**src/rtl/fnd_pkg.sv**
```systemverilog
package fnd_pkg;
  localparam int INT_W = 16;
  localparam int FRC_W = 12;
  localparam int RAT_W = INT_W + 1;
  localparam int MASH_ORDER = 3;
  localparam int OFF_W = 4;

  typedef logic [INT_W-1:0] int_t;
  typedef logic [FRC_W-1:0] frc_t;
  typedef logic [RAT_W-1:0] rat_t;
  typedef logic signed [OFF_W-1:0] off_t;

  typedef struct packed {
    int_t n_int;
    frc_t n_frac;
    frc_t n_mod;
    logic wide_pre;
    logic int_only;
  } cfg_t;

  // Legal range test; the INT floor follows the prescaler choice.
  function automatic logic cfg_ok(input cfg_t c, input int_t lo_narrow, input int_t lo_wide);
    int_t floor_v;
    floor_v = c.wide_pre ? lo_wide : lo_narrow;
    return (c.n_mod >= frc_t'(2)) && (c.n_frac < c.n_mod) && (c.n_int >= floor_v);
  endfunction

  // One modulo-MOD accumulation: returns {carry, residue}.
  function automatic logic [FRC_W:0] wrap_step(input frc_t base, input frc_t addend, input frc_t modulus);
    logic [FRC_W:0] s;
    s = {1'b0, base} + {1'b0, addend};
    if (s >= {1'b0, modulus}) return {1'b1, FRC_W'(s - {1'b0, modulus})};
    return {1'b0, s[FRC_W-1:0]};
  endfunction

  // Third-order error-feedback mix of the carries.
  function automatic off_t mash_mix(input logic c1, input logic c2, input logic c2_z,
                                    input logic c3, input logic c3_z, input logic c3_zz);
    int t;
    t = int'(c1) + int'(c2) - int'(c2_z) + int'(c3) - 2 * int'(c3_z) + int'(c3_zz);
    return OFF_W'(t);
  endfunction

  function automatic rat_t add_off(input int_t n, input off_t off);
    int t;
    t = int'(n) + int'(off);
    return RAT_W'(t);
  endfunction
endpackage

```
**src/rtl/fnd_cfg_gate.sv**
```systemverilog
module fnd_cfg_gate
  import fnd_pkg::*;
#(
  parameter int_t MIN_NARROW = int_t'(23),
  parameter int_t MIN_WIDE   = int_t'(75),
  parameter int_t RESET_INT  = int_t'(75)
) (
  input  logic clk,
  input  logic rst_n,
  input  logic take_i,
  input  cfg_t req_i,
  output int_t eff_int_o,
  output frc_t eff_frac_o,
  output frc_t eff_mod_o,
  output logic eff_int_only_o,
  output logic restart_o,
  output int_t act_int_o,
  output frc_t act_mod_o,
  output logic err_o
);
  cfg_t act_q;
  cfg_t eff_w;
  logic legal_w;
  logic err_q;

  assign legal_w   = cfg_ok(req_i, MIN_NARROW, MIN_WIDE);
  assign eff_w     = legal_w ? req_i : act_q;
  assign restart_o = legal_w && (req_i.n_mod != act_q.n_mod);

  assign eff_int_o      = eff_w.n_int;
  assign eff_frac_o     = eff_w.n_frac;
  assign eff_mod_o      = eff_w.n_mod;
  assign eff_int_only_o = eff_w.int_only;
  assign act_int_o      = act_q.n_int;
  assign act_mod_o      = act_q.n_mod;
  assign err_o          = err_q;

  always_ff @(posedge clk or negedge rst_n) begin
    if (!rst_n) begin
      act_q <= '{n_int: RESET_INT, n_frac: '0, n_mod: frc_t'(2), wide_pre: 1'b1, int_only: 1'b1};
      err_q <= 1'b0;
    end else if (take_i) begin
      if (legal_w) act_q <= req_i;
      err_q <= !legal_w;
    end
  end
endmodule

```
**src/rtl/fnd_mash3.sv**
```systemverilog
module fnd_mash3
  import fnd_pkg::*;
#(
  parameter int_t RESET_INT = int_t'(75)
) (
  input  logic clk,
  input  logic rst_n,
  input  logic step_i,
  input  logic restart_i,
  input  int_t n_int_i,
  input  frc_t n_frac_i,
  input  frc_t n_mod_i,
  input  logic int_only_i,
  output logic bypass_o,
  output rat_t ratio_o,
  output logic stb_o,
  output logic [MASH_ORDER-1:0][FRC_W-1:0] acc_o
);
  logic [MASH_ORDER-1:0] cy_w;
  logic bypass_w;
  logic c2_z_q, c3_z_q, c3_zz_q;
  logic c2_z_w, c3_z_w, c3_zz_w;
  off_t off_w;
  rat_t ratio_q;
  logic stb_q;

  assign bypass_w = (n_frac_i == '0) && int_only_i;
  assign bypass_o = bypass_w;

  for (genvar g = 0; g < MASH_ORDER; g++) begin : g_stage
    frc_t acc_q;
    frc_t base_w;
    frc_t addend_w;
    frc_t res_w;
    logic [FRC_W:0] r_w;
    assign base_w = restart_i ? '0 : acc_q;
    if (g == 0) begin : g_head
      assign addend_w = n_frac_i;
    end else begin : g_tail
      assign addend_w = g_stage[g-1].res_w;
    end
    assign r_w      = wrap_step(base_w, addend_w, n_mod_i);
    assign cy_w[g]  = r_w[FRC_W];
    assign res_w    = r_w[FRC_W-1:0];
    assign acc_o[g] = acc_q;
    always_ff @(posedge clk or negedge rst_n) begin
      if (!rst_n) acc_q <= '0;
      else if (step_i) acc_q <= bypass_w ? '0 : res_w;
    end
  end

  assign c2_z_w  = restart_i ? 1'b0 : c2_z_q;
  assign c3_z_w  = restart_i ? 1'b0 : c3_z_q;
  assign c3_zz_w = restart_i ? 1'b0 : c3_zz_q;
  assign off_w   = bypass_w ? '0 : mash_mix(cy_w[0], cy_w[1], c2_z_w, cy_w[2], c3_z_w, c3_zz_w);

  always_ff @(posedge clk or negedge rst_n) begin
    if (!rst_n) begin
      c2_z_q  <= 1'b0;
      c3_z_q  <= 1'b0;
      c3_zz_q <= 1'b0;
      ratio_q <= rat_t'(RESET_INT);
      stb_q   <= 1'b0;
    end else begin
      stb_q <= step_i;
      if (step_i) begin
        c2_z_q  <= bypass_w ? 1'b0 : cy_w[1];
        c3_z_q  <= bypass_w ? 1'b0 : cy_w[2];
        c3_zz_q <= bypass_w ? 1'b0 : c3_z_w;
        ratio_q <= add_off(n_int_i, off_w);
      end
    end
  end

  assign ratio_o = ratio_q;
  assign stb_o   = stb_q;
endmodule

```
**src/rtl/fnd_prog_cnt.sv**
```systemverilog
module fnd_prog_cnt
  import fnd_pkg::*;
(
  input  logic clk,
  input  logic rst_n,
  input  rat_t load_i,
  output logic wrap_o
);
  rat_t cnt_q;

  assign wrap_o = (cnt_q == RAT_W'(1));

  always_ff @(posedge clk or negedge rst_n) begin
    if (!rst_n) cnt_q <= RAT_W'(1);
    else if (wrap_o) cnt_q <= load_i;
    else cnt_q <= cnt_q - RAT_W'(1);
  end
endmodule

```
**src/rtl/fracn_div_ctrl.sv**
```systemverilog
module fracn_div_ctrl
  import fnd_pkg::*;
#(
  parameter int_t MIN_NARROW = int_t'(23),
  parameter int_t MIN_WIDE   = int_t'(75),
  parameter int_t RESET_INT  = int_t'(75)
) (
  input  logic              clk,
  input  logic              rst_n,
  input  logic [INT_W-1:0]  cfg_int_i,
  input  logic [FRC_W-1:0]  cfg_frac_i,
  input  logic [FRC_W-1:0]  cfg_mod_i,
  input  logic              cfg_wide_pre_i,
  input  logic              cfg_int_only_i,
  output logic              div_pulse_o,
  output logic [RAT_W-1:0]  ratio_o,
  output logic              ratio_stb_o,
  output logic              cfg_err_o
);
  cfg_t req_w;
  logic pulse_w;
  logic restart_w;
  logic bypass_w;
  int_t eff_int_w;
  frc_t eff_frac_w;
  frc_t eff_mod_w;
  logic eff_int_only_w;
  int_t act_int_w;
  frc_t act_mod_w;
  rat_t ratio_w;
  logic stb_w;
  logic err_w;
  logic [MASH_ORDER-1:0][FRC_W-1:0] acc_w;

  assign req_w = '{n_int: cfg_int_i, n_frac: cfg_frac_i, n_mod: cfg_mod_i,
                   wide_pre: cfg_wide_pre_i, int_only: cfg_int_only_i};

  fnd_cfg_gate #(.MIN_NARROW(MIN_NARROW), .MIN_WIDE(MIN_WIDE), .RESET_INT(RESET_INT)) u_gate (
    .clk(clk), .rst_n(rst_n), .take_i(pulse_w), .req_i(req_w),
    .eff_int_o(eff_int_w), .eff_frac_o(eff_frac_w), .eff_mod_o(eff_mod_w),
    .eff_int_only_o(eff_int_only_w), .restart_o(restart_w),
    .act_int_o(act_int_w), .act_mod_o(act_mod_w), .err_o(err_w)
  );

  fnd_mash3 #(.RESET_INT(RESET_INT)) u_mash (
    .clk(clk), .rst_n(rst_n), .step_i(pulse_w), .restart_i(restart_w),
    .n_int_i(eff_int_w), .n_frac_i(eff_frac_w), .n_mod_i(eff_mod_w),
    .int_only_i(eff_int_only_w), .bypass_o(bypass_w),
    .ratio_o(ratio_w), .stb_o(stb_w), .acc_o(acc_w)
  );

  fnd_prog_cnt u_cnt (
    .clk(clk), .rst_n(rst_n), .load_i(ratio_w), .wrap_o(pulse_w)
  );

  assign div_pulse_o = pulse_w;
  assign ratio_o     = ratio_w;
  assign ratio_stb_o = stb_w;
  assign cfg_err_o   = err_w;
endmodule

```
**config.mk**
```make
export PLATFORM = sky130hd
export DESIGN_NAME = fracn_div_ctrl
export DESIGN_NICKNAME = d
export VERILOG_FILES = /design/src/rtl/fnd_pkg.sv /design/src/rtl/fnd_cfg_gate.sv /design/src/rtl/fnd_mash3.sv /design/src/rtl/fnd_prog_cnt.sv /design/src/rtl/fracn_div_ctrl.sv
export SDC_FILE = /design/constraint.sdc
export NUM_CORES = 1
export LEC_CHECK = 0
export ABC_AREA = 1
export CORE_MARGIN = 10
export CORE_UTILIZATION = 38
export CTS_CLUSTER_SIZE = 40
export DETAILED_ROUTE_END_ITERATION = 10
export DONT_BUFFER_PORTS = 1
export GPL_ROUTABILITY_DRIVEN = 0
export GPL_TIMING_DRIVEN = 0
export PLACE_DENSITY = 0.53
export SYNTH_ARGS = -nofsm -noshare
export SYNTH_HDL_FRONTEND = slang
export SYNTH_SLANG_ARGS = --single-unit
```
**constraint.sdc**
```tcl
create_clock -name clk -period 16 [get_ports clk]
set_input_delay 3.2 -clock clk [delete_from_list [all_inputs] [get_ports clk]]
set_output_delay 3.2 -clock clk [all_outputs]
set_load 0.005 [all_outputs]
```
# Word-level counts from Yosys, hierarchy flattened

Cells that the tools add are included.

$add $sub $neg: 13
Magnitude comparators: 6
Equality and inequality tests: 2
Multiplexer cells: 25
Reduce and logical (&&, ||, !) cells: 7

Operator list:

| operator              | count |
|---|---|
| $mux 13               | 6 |
| $mux 12               | 6 |
| $mux 42               | 1 |
| $add 12x12->13        | 3 |
| $ge 13x12->1          | 3 |
| $sub 12x12->12        | 3 |
| $add 17x4->17         | 1 |
| $eq 17x1->1 const B   | 1 |
| $mux 17               | 1 |
| $sub 17x1->17 const B | 1 |
| $ge 16x16->1          | 1 |
| $ge 12x2->1 const B   | 1 |
| $logic_not 12->1      | 1 |
| $lt 12x12->1          | 1 |
| $ne 12x12->1          | 1 |
| $mux 1                | 9 |
| $add 4x2->4           | 2 |
| $mux 7                | 1 |
| $logic_and 1x1->1     | 4 |
| $mux 4                | 1 |
| $sub 4x2->4           | 1 |
| $sub 4x3->4           | 1 |
| $add 1x1->2           | 1 |
| $reduce_and 2->1      | 1 |
| $logic_not 1->1       | 1 |

Register bits after elaboration: 117
Input bits: 44
Output and inout bits: 20
Word-level logic and storage cells: 68

# Logic depth before layout (Yosys ltp)

Gate-level depths: netlist (run 1).

Depth in word-level cells: 22
Depth in mapped cells: 103

# By module

Synthesis (run 1) repeated with hierarchy kept, for this count alone.

Cells, all modules: 1892
Area total of the unflattened synthesis: 12279.3 µm²

Modules (own cells, without submodules):

| module       | instances | cells an instance | area an instance (µm²) |
|---|---|---|---|
| fnd_mash3    | 1         | 1248              | 7851.3 |
| fnd_cfg_gate | 1         | 470               | 3241.9 |
| fnd_prog_cnt | 1         | 174               | 1186.1 |

# Least setup slack after synthesis (run 1)

OpenSTA, ideal clock, no wires.

Kind: input -> register
Start: in cfg_mod_i[11]
End: reg u_mash.ratio_q[15], in the netlist u_mash.ratio_o[15]
Data arrival time: 16.403 ns
Required time: 15.882 ns
Slack: -0.521 ns
Stages: 100
Path buffers: 6
Cell sequence: inv_1 ha_1 a21o_1 nor2_1 nand2_1 nor2_4 nand3_4 buf_6 clkbuf_1 nor2_1 clkbuf_1 buf_1 nor2_1 ha_1 nand3_1 nand2_1 nand4_1 o211ai_1 (+64 left out) inv_1 ha_1 nor2_1 ha_1 a21oi_1 inv_1 a31oi_1 or2_2 nand2_1 nand2_1 nand2_1 nand2_1 nand2_1 nand3_1 nand2_1 nand2_1 nand3_1 nand2_1

Word-level cells in the longest chain between the ends: 22
Elaborated cells between the ends (all ways): 38
Those cells by class: add/sub (11); order compare (5); eq/ne (1); mux (16); reduce/logical (5)

RTL lines:

| element                                               | line                 | text |
|---|---|---|
| from (decl)                                           | fracn_div_ctrl.sv:12 | `input logic [FRC_W-1:0] cfg_mod_i,` |
| $ge 12x2->1 / $lt 12x12->1 (equally long branches)    | fnd_pkg.sv:25        | `return (c.n_mod >= frc_t'(2)) && (c.n_frac < c.n_mod) && (c.n_int >= floor_v);` |
| $logic_and 1x1->1 (2 in a row)                        | fnd_pkg.sv:25        |  |
| $logic_and 1x1->1                                     | fnd_cfg_gate.sv:28   | `assign restart_o = legal_w && (req_i.n_mod != act_q.n_mod);` |
| $mux 12                                               | fnd_mash3.sv:36      | `assign base_w = restart_i ? '0 : acc_q;` |
| $add 12x12->13                                        | fnd_pkg.sv:31        | `s = {1'b0, base} + {1'b0, addend};` |
| $sub 12x12->12 / $ge 13x12->1 (equally long branches) | fnd_pkg.sv:32        | `if (s >= {1'b0, modulus}) return {1'b1, FRC_W'(s - {1'b0, modulus})};` |
| $mux 13 / $mux 1 (equally long branches)              | fnd_pkg.sv:32        |  |
| $mux 13                                               | fnd_pkg.sv:33        | `return {1'b0, s[FRC_W-1:0]};` |
| (+5 left out)                                         | n/a                  |  |
| $ge 13x12->1                                          | fnd_pkg.sv:32        |  |
| $mux 1                                                | fnd_pkg.sv:32        |  |
| $mux 13                                               | fnd_pkg.sv:33        |  |
| $add 4x2->4                                           | fnd_pkg.sv:40        | `t = int'(c1) + int'(c2) - int'(c2_z) + int'(c3) - 2 * int'(c3_z) + int'(c3_zz);` |
| $sub 4x3->4                                           | fnd_pkg.sv:40        |  |
| $add 4x2->4                                           | fnd_pkg.sv:40        |  |
| $mux 4                                                | fnd_mash3.sv:55      | `assign off_w = bypass_w ? '0 : mash_mix(cy_w[0], cy_w[1], c2_z_w, cy_w[2], c3_z_w, c3_zz_w);` |
| $add 17x4->17 (*)                                     | fnd_pkg.sv:46        | `t = int'(n) + int'(off);` |
| to (signal assigned)                                  | fnd_mash3.sv:62      | `ratio_q <= rat_t'(RESET_INT);` |
| to (signal assigned)                                  | fnd_mash3.sv:70      | `ratio_q <= add_off(n_int_i, off_w);` |
| to (decl)                                             | fnd_mash3.sv:24      | `rat_t ratio_q;` |

Every way passes the cells marked *; elsewhere a longest branch is shown, timed or not. The select of a mux whose other input is x is not followed.
A chain may end at the register's enable or synchronous reset.

# Worst setup path in the final report (run 1)

Start: in cfg_mod_i[11]
End: reg u_mash.ratio_q[11], in the netlist u_mash.ratio_o[11]

Same word-level chain as after synthesis.

==> results of run 1 <==
==> Yosys cell counts, types with 4 or more instances <==
master and instances:
sky130_fd_sc_hd__nand2_1 383, sky130_fd_sc_hd__inv_1 226, sky130_fd_sc_hd__nor2_1 134, sky130_fd_sc_hd__o21ai_0 127, sky130_fd_sc_hd__dfrtp_1 105, sky130_fd_sc_hd__ha_1 99
sky130_fd_sc_hd__a21oi_1 84, sky130_fd_sc_hd__nand3_1 51, sky130_fd_sc_hd__xor2_1 47, sky130_fd_sc_hd__nand4_1 30, sky130_fd_sc_hd__clkbuf_1 25, sky130_fd_sc_hd__xnor2_1 23
sky130_fd_sc_hd__nor3_1 13, sky130_fd_sc_hd__or2_2 12, sky130_fd_sc_hd__buf_2 11, sky130_fd_sc_hd__dfstp_2 11, sky130_fd_sc_hd__o21ai_1 10, sky130_fd_sc_hd__o21bai_1 10
sky130_fd_sc_hd__fa_1 9, sky130_fd_sc_hd__a21o_1 8, sky130_fd_sc_hd__o211ai_1 8, sky130_fd_sc_hd__a31oi_1 7, sky130_fd_sc_hd__inv_2 7, sky130_fd_sc_hd__nand2_2 7
sky130_fd_sc_hd__o22ai_1 7, sky130_fd_sc_hd__o41ai_1 6, sky130_fd_sc_hd__nor2_2 5, sky130_fd_sc_hd__buf_1 4, sky130_fd_sc_hd__buf_6 4
==> area by class of cell <==
cell class	instances	area, sq um	area share, %
Multi-Input combinational cell	1107	6870	53.8
Sequential cell	116	2920	22.8
Inverter	234	892	6.99
Timing Repair Buffer	95	758	5.94
Clock buffer	23	468	3.66
Tap cell	341	427	3.34
Buffer	42	259	2.03
Clock inverter	9	176	1.38
==> worst min path at each step <==
stage                           from               end  slack, ns  cells after the start
finish              u_gate.act_q[25]  u_gate.act_q[25]       0.47                      2
global placement    u_gate.act_q[21]  u_gate.act_q[21]       0.46                      2
detailed placement  u_gate.act_q[25]  u_gate.act_q[25]       0.46                      2
CTS                 u_gate.act_q[25]  u_gate.act_q[25]       0.47                      2
global route         u_gate.act_q[0]   u_gate.act_q[0]       0.49                      2
floorplan           u_gate.act_q[18]  u_gate.act_q[18]       0.44                      2
==> state kept, by name (all words and copies together), names as in the netlist <==
register,count
u_cnt.cnt_q,17
u_gate.act_int_o,16
u_gate.act_mod_o,12
u_gate.act_q,13
u_gate.err_o,1
u_mash.c2_z_q,1
u_mash.c3_z_q,1
u_mash.c3_zz_q,1
u_mash.g_stage.acc_q,36
u_mash.ratio_o,17
u_mash.stb_o,1
==> routing by layer <==
layer	routed length [um]	global-route usage (%)
met5	0	0
met4	813	6.60
met3	1740	4.65
met2	15200	31.4
met1	15200	24.9
==> critical path, delay by kind of cell <==
kind                       cells  cell delay, ns
buffers and inverters         12            1.42
AOI/OAI and AO/OA             29            4.99
and+or+nand+nor               35            2.98
adders and majority gates     12            3.62
xor gates and xnor gates       2            0.39
==> repair_timing <==
action | in CTS | in global routing
buffers inserted | 76 | 18
endpoints found under the setup margin | 17 | 17
gates cloned | 1 | 0
resized for setup | 90 | 51
pin swaps | 64 | 82
endpoints found under the hold margin | 0 | 0
==> stage by stage <==
step / cell area [sq um] / std cells / setup TNS (ns) / worst slack [ns]
after floorplan: 10400 / 1501 / 0 / 0.0104
after global routing: 12800 / 1967 / -11.40 / -0.940
after CTS: 12400 / 1950 / -0.269 / -0.0692
final: 12800 / 1967 / -2.07 / -0.264
after detailed placement: 10800 / 1842 / -37.56 / -2.48
after global placement: 10800 / 1842 / -36.72 / -2.44
==> cell families (layout without fill, tap and decap cells) <==
group / after synthesis / after routing
and+or+nand+nor: 651 / 651
AOI/OAI and AO/OA: 278 / 278
buffers and inverters: 278 / 403
DFF: 116 / 116
adders and majority gates: 108 / 108
xor gates and xnor gates: 70 / 70
==> key figures, run 1 <==
Logic synthesis
  – Number of distinct library cell variants in the gate-level netlist after synthesis: 48
  – Basic-gate share of the synthesized area counting and, or, nand and nor cells: 26.6%
  – Dominant combinational cell family by area after synthesis: simple AND/OR/NAND/NOR gates
  – Cells after Synth: 1501
  – Synthesized area: 10300 sq um
  – Compound-gate portion of the synthesized area: 14.8%
  – Fraction of registers with async set/reset: 100%
  – Post-synthesis sequential area ratio: 28.3%
  – Avg Inst Size Synth: 6.87 sq um
  – Top cell type by total area after synthesis: sky130_fd_sc_hd__dfrtp_1
  – Flop and latch count out of synthesis: 116
  – Warnings from Yosys: 0
  – Post-synth EDFFs: 0
  – Parity-gate share of the synthesized area counting xor and xnor cells: 5.95%
  – Mux share of post-synthesis cell area: 0%
  – Fraction of the mapped netlist area in adder cells: 13.8%
  – Top post-synthesis cells by area: sky130_fd_sc_hd__dfrtp_1 (25%), sky130_fd_sc_hd__nand2_1 (14%), sky130_fd_sc_hd__ha_1 (12%), sky130_fd_sc_hd__inv_1 (8.2%), sky130_fd_sc_hd__o21ai_0 (6.2%)
  – Most instantiated flip-flop cell in the synthesis netlist: sky130_fd_sc_hd__dfrtp_1
  – Net count after synthesis: 1653
  – Share of the synthesized area in the top cell type: 25.5%

Global route
  – Gr usage total: 19.5%
  – Number of antenna violations at the first check in global routing: 0
  – Number of global-route vias before repair: 9844
  – Global-route congestion overflow total: 0
  – First-pass GRT wire length: 52400 um
  – Pin count of the biggest net entering global routing: 117

Worst setup path
  – Critical path start-end classification: primary input to register
  – Worst R2R End: u_mash.ratio_o[11]
  – Standard cell with the maximum stage delay on the critical path: sky130_fd_sc_hd__o21ai_0
  – Required time of the worst setup path: 16.36 ns
  – Arrival @ worst endpoint: 16.63 ns
  – Launch point of the critical path: cfg_mod_i[11]
  – Type of element launching the critical path: primary input
  – Cell seen most often among critical-path stages: sky130_fd_sc_hd__nand2_1
  – Capturing instance or port of the critical path: u_mash.ratio_o[11]
  – Logic depth of the worst register-to-register path: 92
  – Largest stage delay on the critical path: 1.24 ns
  – CP Max Fanout: 10
  – Source of the worst register-to-register timing path: u_gate.act_mod_o[8]
  – Reg2Reg Setup Slack: 2.42 ns
  – Critical Path End Type: register

STA
  – Number of setup violations in the final report: 12
  – Final hold slack: 0.470 ns
  – Worst-Margin Slew: 1.56 ns
  – Max Clk Rate: 0.0615 GHz
  – Worst-case headroom to the max-slew limit: -5.08%
  – Final setup margin: -0.264 ns
  – Post-route clock period utilization: 102%
  – Post-route clock skew: 0.00803 ns
  – Endpoints failing hold: 0
  – Number of max-slew violations in the final report: 4
  – RSZ-0062 raised after global routing: yes
  – Min Clock Period, post-route: 16.26 ns

Run status
  – Result of the run: finished, violations left
  – Failing checks: max-capacitance violations, max-slew violations, negative setup slack

Final layout
  – Commonest cells after routing, fill and taps aside: sky130_fd_sc_hd__nand2_1 (362), sky130_fd_sc_hd__inv_1 (218), sky130_fd_sc_hd__nor2_1 (128)
  – Fill count: 2686
  – Number of nets in the layout: 1765
  – P&R area growth vs syn: 23.9%
  – Post-Route Utilization: 47.6%
  – Layout cell share with drive strength beyond 1: 18.0%
  – Most common cell after layout, fill and taps aside: sky130_fd_sc_hd__nand2_1
  – Ant diodes: 0

Hold path
  – Min-delay worst type: register to register

Floorplanning
  – Initial core utilization: 38.5%
  – Full die area: 34100 sq um
  – # IOs: 64
  – Core ar.: 26800 sq um
  – Vertical die dimension: 185 um
  – Horiz. Die Dim: 185 um
  – Number of standard-cell rows in the floorplan: 60

Drt
  – Vias: 10000
  – Routed len/inst: 16.8 um
  – Number of routed nets with antenna violations: 0
  – Post-detailed-route DRC marker count: 0
  – Detailed-route vias per instance: 5.11
  – Initial DRC count: 578
  – Total Wirelength: 33000 um
  – DR pass1 iterations: 5

CTS
  – TritonCTS clock tree: yes
  – CTS clock-pin slew for the worst setup and hold paths: 0.05 ns
  – Hold bufs inserted after CTS: 0
  – Count of clock tree sinks: 116
  – Clock latency of the later-clocked register in the worst-skew pair: 0.43 ns
  – H-tree Lvls: 4
  – Clock buffers created by TritonCTS: 17
  – Maximum clock insertion buffer count: 2
  – Root Buffer: sky130_fd_sc_hd__clkbuf_16

Placement
  – Total of buffers placed on input and output ports: 0
  – DPL Wire Length: 24500 um

Run
  – Count of maximum capacitance violations: 1
Power of run 1 is not shown: default switching activity piles up to over one toggle a cycle in this logic, so the estimate is an artifact.
==> run 2: changes to the inputs <==
- SETUP_SLACK_MARGIN: not set -> 0.15
==> run 2 against run 1 <==
  * The run now ends clean
  * Via count decreased by 0.15%
  * Non-clock buffer count decreased by 3
  * Critical path depth increased by 2
  * Global-route usage decreased by 0.15 points
  * Register-to-register slack improved by 0.36 ns
  * Maximum frequency increased by 3.1%
  * Largest cell class unchanged
  * Highest routed layer unchanged
==> key figures, run 2 (same netlist as run 1, synthesis figures left out) <==
Placement
  – Total of buffers placed on input and output ports: 0
  – Pre-CTS setup slack: -2.07 ns
  – DPL Wire Length: 24500 um
  – Placed insts: 1843

STA
  – RSZ-0062 raised after global routing: yes
  – Post-route clock period utilization: 98.6%
  – Number of setup violations in the final report: 0
  – Worst-Margin Slew: 1.33 ns
  – Post-route clock skew: 0.0130 ns
  – Final setup margin: 0.227 ns
  – Worst-case headroom to the max-slew limit: 10.5%
  – Endpoints failing hold: 0
  – Min Clock Period, post-route: 15.77 ns
  – Max Clk Rate: 0.0634 GHz
  – Number of max-slew violations in the final report: 0

Floorplanning
  – Vertical die dimension: 185 um
  – Horiz. Die Dim: 185 um
  – Number of standard-cell rows in the floorplan: 60
  – Core ar.: 26800 sq um
  – # IOs: 64
  – Full die area: 34100 sq um
  – Initial core utilization: 38.5%

Final layout
  – Non-filler instance count after layout: 1964
  – Layout cell share with drive strength beyond 1: 19.4%
  – Number of flip-flops in the largest register: 36
  – Sequential cell area in the final layout: 2920 sq um
  – Number of nets in the layout: 1762
  – P&R area growth vs syn: 24.9%
  – Largest register by flop count: u_mash.g_stage.acc_q
  – Commonest cells after routing, fill and taps aside: sky130_fd_sc_hd__nand2_1 (362), sky130_fd_sc_hd__inv_1 (219), sky130_fd_sc_hd__nor2_1 (122)
  – Fill count: 2641
  – Post-Route Utilization: 48.0%
  – Most common cell after layout, fill and taps aside: sky130_fd_sc_hd__nand2_1
  – Ant diodes: 0
  – Combined area of the multi-input logic cells: 7020 sq um

Worst setup path
  – CP Max Fanout: 10
  – Type of element launching the critical path: primary input
  – Cell seen most often among critical-path stages: sky130_fd_sc_hd__buf_4
  – Logic depth of the worst register-to-register path: 87
  – Required time of the worst setup path: 16.32 ns
  – Critical Path End Type: register
  – Critical path start-end classification: primary input to register
  – Arrival @ worst endpoint: 16.09 ns
  – Largest stage delay on the critical path: 0.50 ns
  – Standard cell with the maximum stage delay on the critical path: sky130_fd_sc_hd__fa_1

Drt
  – Initial DRC count: 539
  – Number of routed nets with antenna violations: 0
  – Vias: 10000
  – Post-detailed-route DRC marker count: 0
  – DR pass1 iterations: 5
  – Detailed-route vias per instance: 5.11
  – Total Wirelength: 32700 um
  – Routed len/inst: 16.6 um

Global route
  – Pin count of the biggest net entering global routing: 117
  – Number of antenna violations at the first check in global routing: 0
  – Gr usage total: 19.3%
  – First-pass GRT wire length: 51600 um
  – Global-route congestion overflow total: 0
  – Number of global-route vias before repair: 9754

CTS
  – Clock latency of the later-clocked register in the worst-skew pair: 0.44 ns
  – Clock buffers created by TritonCTS: 17
  – Maximum clock insertion buffer count: 2
  – Count of clock tree sinks: 116
  – Hold bufs inserted after CTS: 0
  – Root Buffer: sky130_fd_sc_hd__clkbuf_16
  – H-tree Lvls: 4
  – TritonCTS clock tree: yes
  – CTS clock-pin slew for the worst setup and hold paths: 0.06 ns

Hold path
  – Min-delay worst type: register to register
  – Cell count of the worst hold path: 2

Run status
  – Result of the run: complete, no violations

Run
  – Count of maximum capacitance violations: 0
==> run 2: path summary, 6_finish.rpt <==
check / from / slack [ns] / endpoint
hold reg to reg: u_gate.act_q[20] / 0.47 / u_gate.act_q[20]
setup / recovery: cfg_mod_i[11] / 0.23 / u_mash.ratio_o[15]
max in group asynchronous: rst_n / 13.25 / u_mash.ratio_o[6]
hold / removal: u_gate.act_q[20] / 0.47 / u_gate.act_q[20]
min in group asynchronous: rst_n / 2.47 / u_mash.g_stage[2].acc_q[5]
setup reg to reg: u_gate.act_mod_o[9] / 2.78 / u_mash.ratio_o[15]
==> run 2: critical path: cells and delay by family <==
kind                     cells  cell delay, ns
adder cells (fa/ha/maj)     13            3.50
AO/OA/AOI/OAI               23            3.20
buffers and inverters       26            2.90
AND/OR/NAND/NOR             26            2.48
XOR/XNOR                     4            0.75
==> run 2: layout make-up <==
cell class / count / share of cell area (%)
flip-flops and latches: 116 / 22.7
well taps: 341 / 3.32
plain buffers: 44 / 2.31
multi-input cells: 1107 / 54.6
inverters: 234 / 6.90
clock buffers: 19 / 3.44
clock inverters: 13 / 1.42
repair buffers: 90 / 5.40
==> run 2: metrics by stage <==
stage               instance area (sq um)  hold WS [ns]  setup TNS (ns)
global placement                    10800         0.457          -28.71
floorplan                           10400         0.442               0
CTS                                 12300         0.475        -0.00255
finish                              12900         0.471               0
global route                        12900         0.496           -5.93
detailed placement                  10800         0.460          -28.99
==> run 2: timing repair <==
item	in CTS	in global routing
endpoints found under the hold margin	0	0
pin swaps	75	102
gates resized for setup	94	74
buffers inserted	62	27
setup endpoints to repair	17	16
==> run 2: layer usage <==
metal,vias up,wire (um),GRT usage (%),part of all wire (%)
met5,-,0,0,0
met2,201,15300,31.8,47
met4,0,762,5.88,2.3
met3,51,1580,4.06,4.8
met1,4734,15100,24.7,46
li1,5047,-,-,-
Power of run 2 is left out for the same reason.
==> run 3: changes to the inputs <==
- CTS_CLUSTER_SIZE: 40 -> 10
==> results of run 3 <==
No change in the layout: final DEF, timing and power equal those of run 2.
Power of run 3 is left out for the same reason.
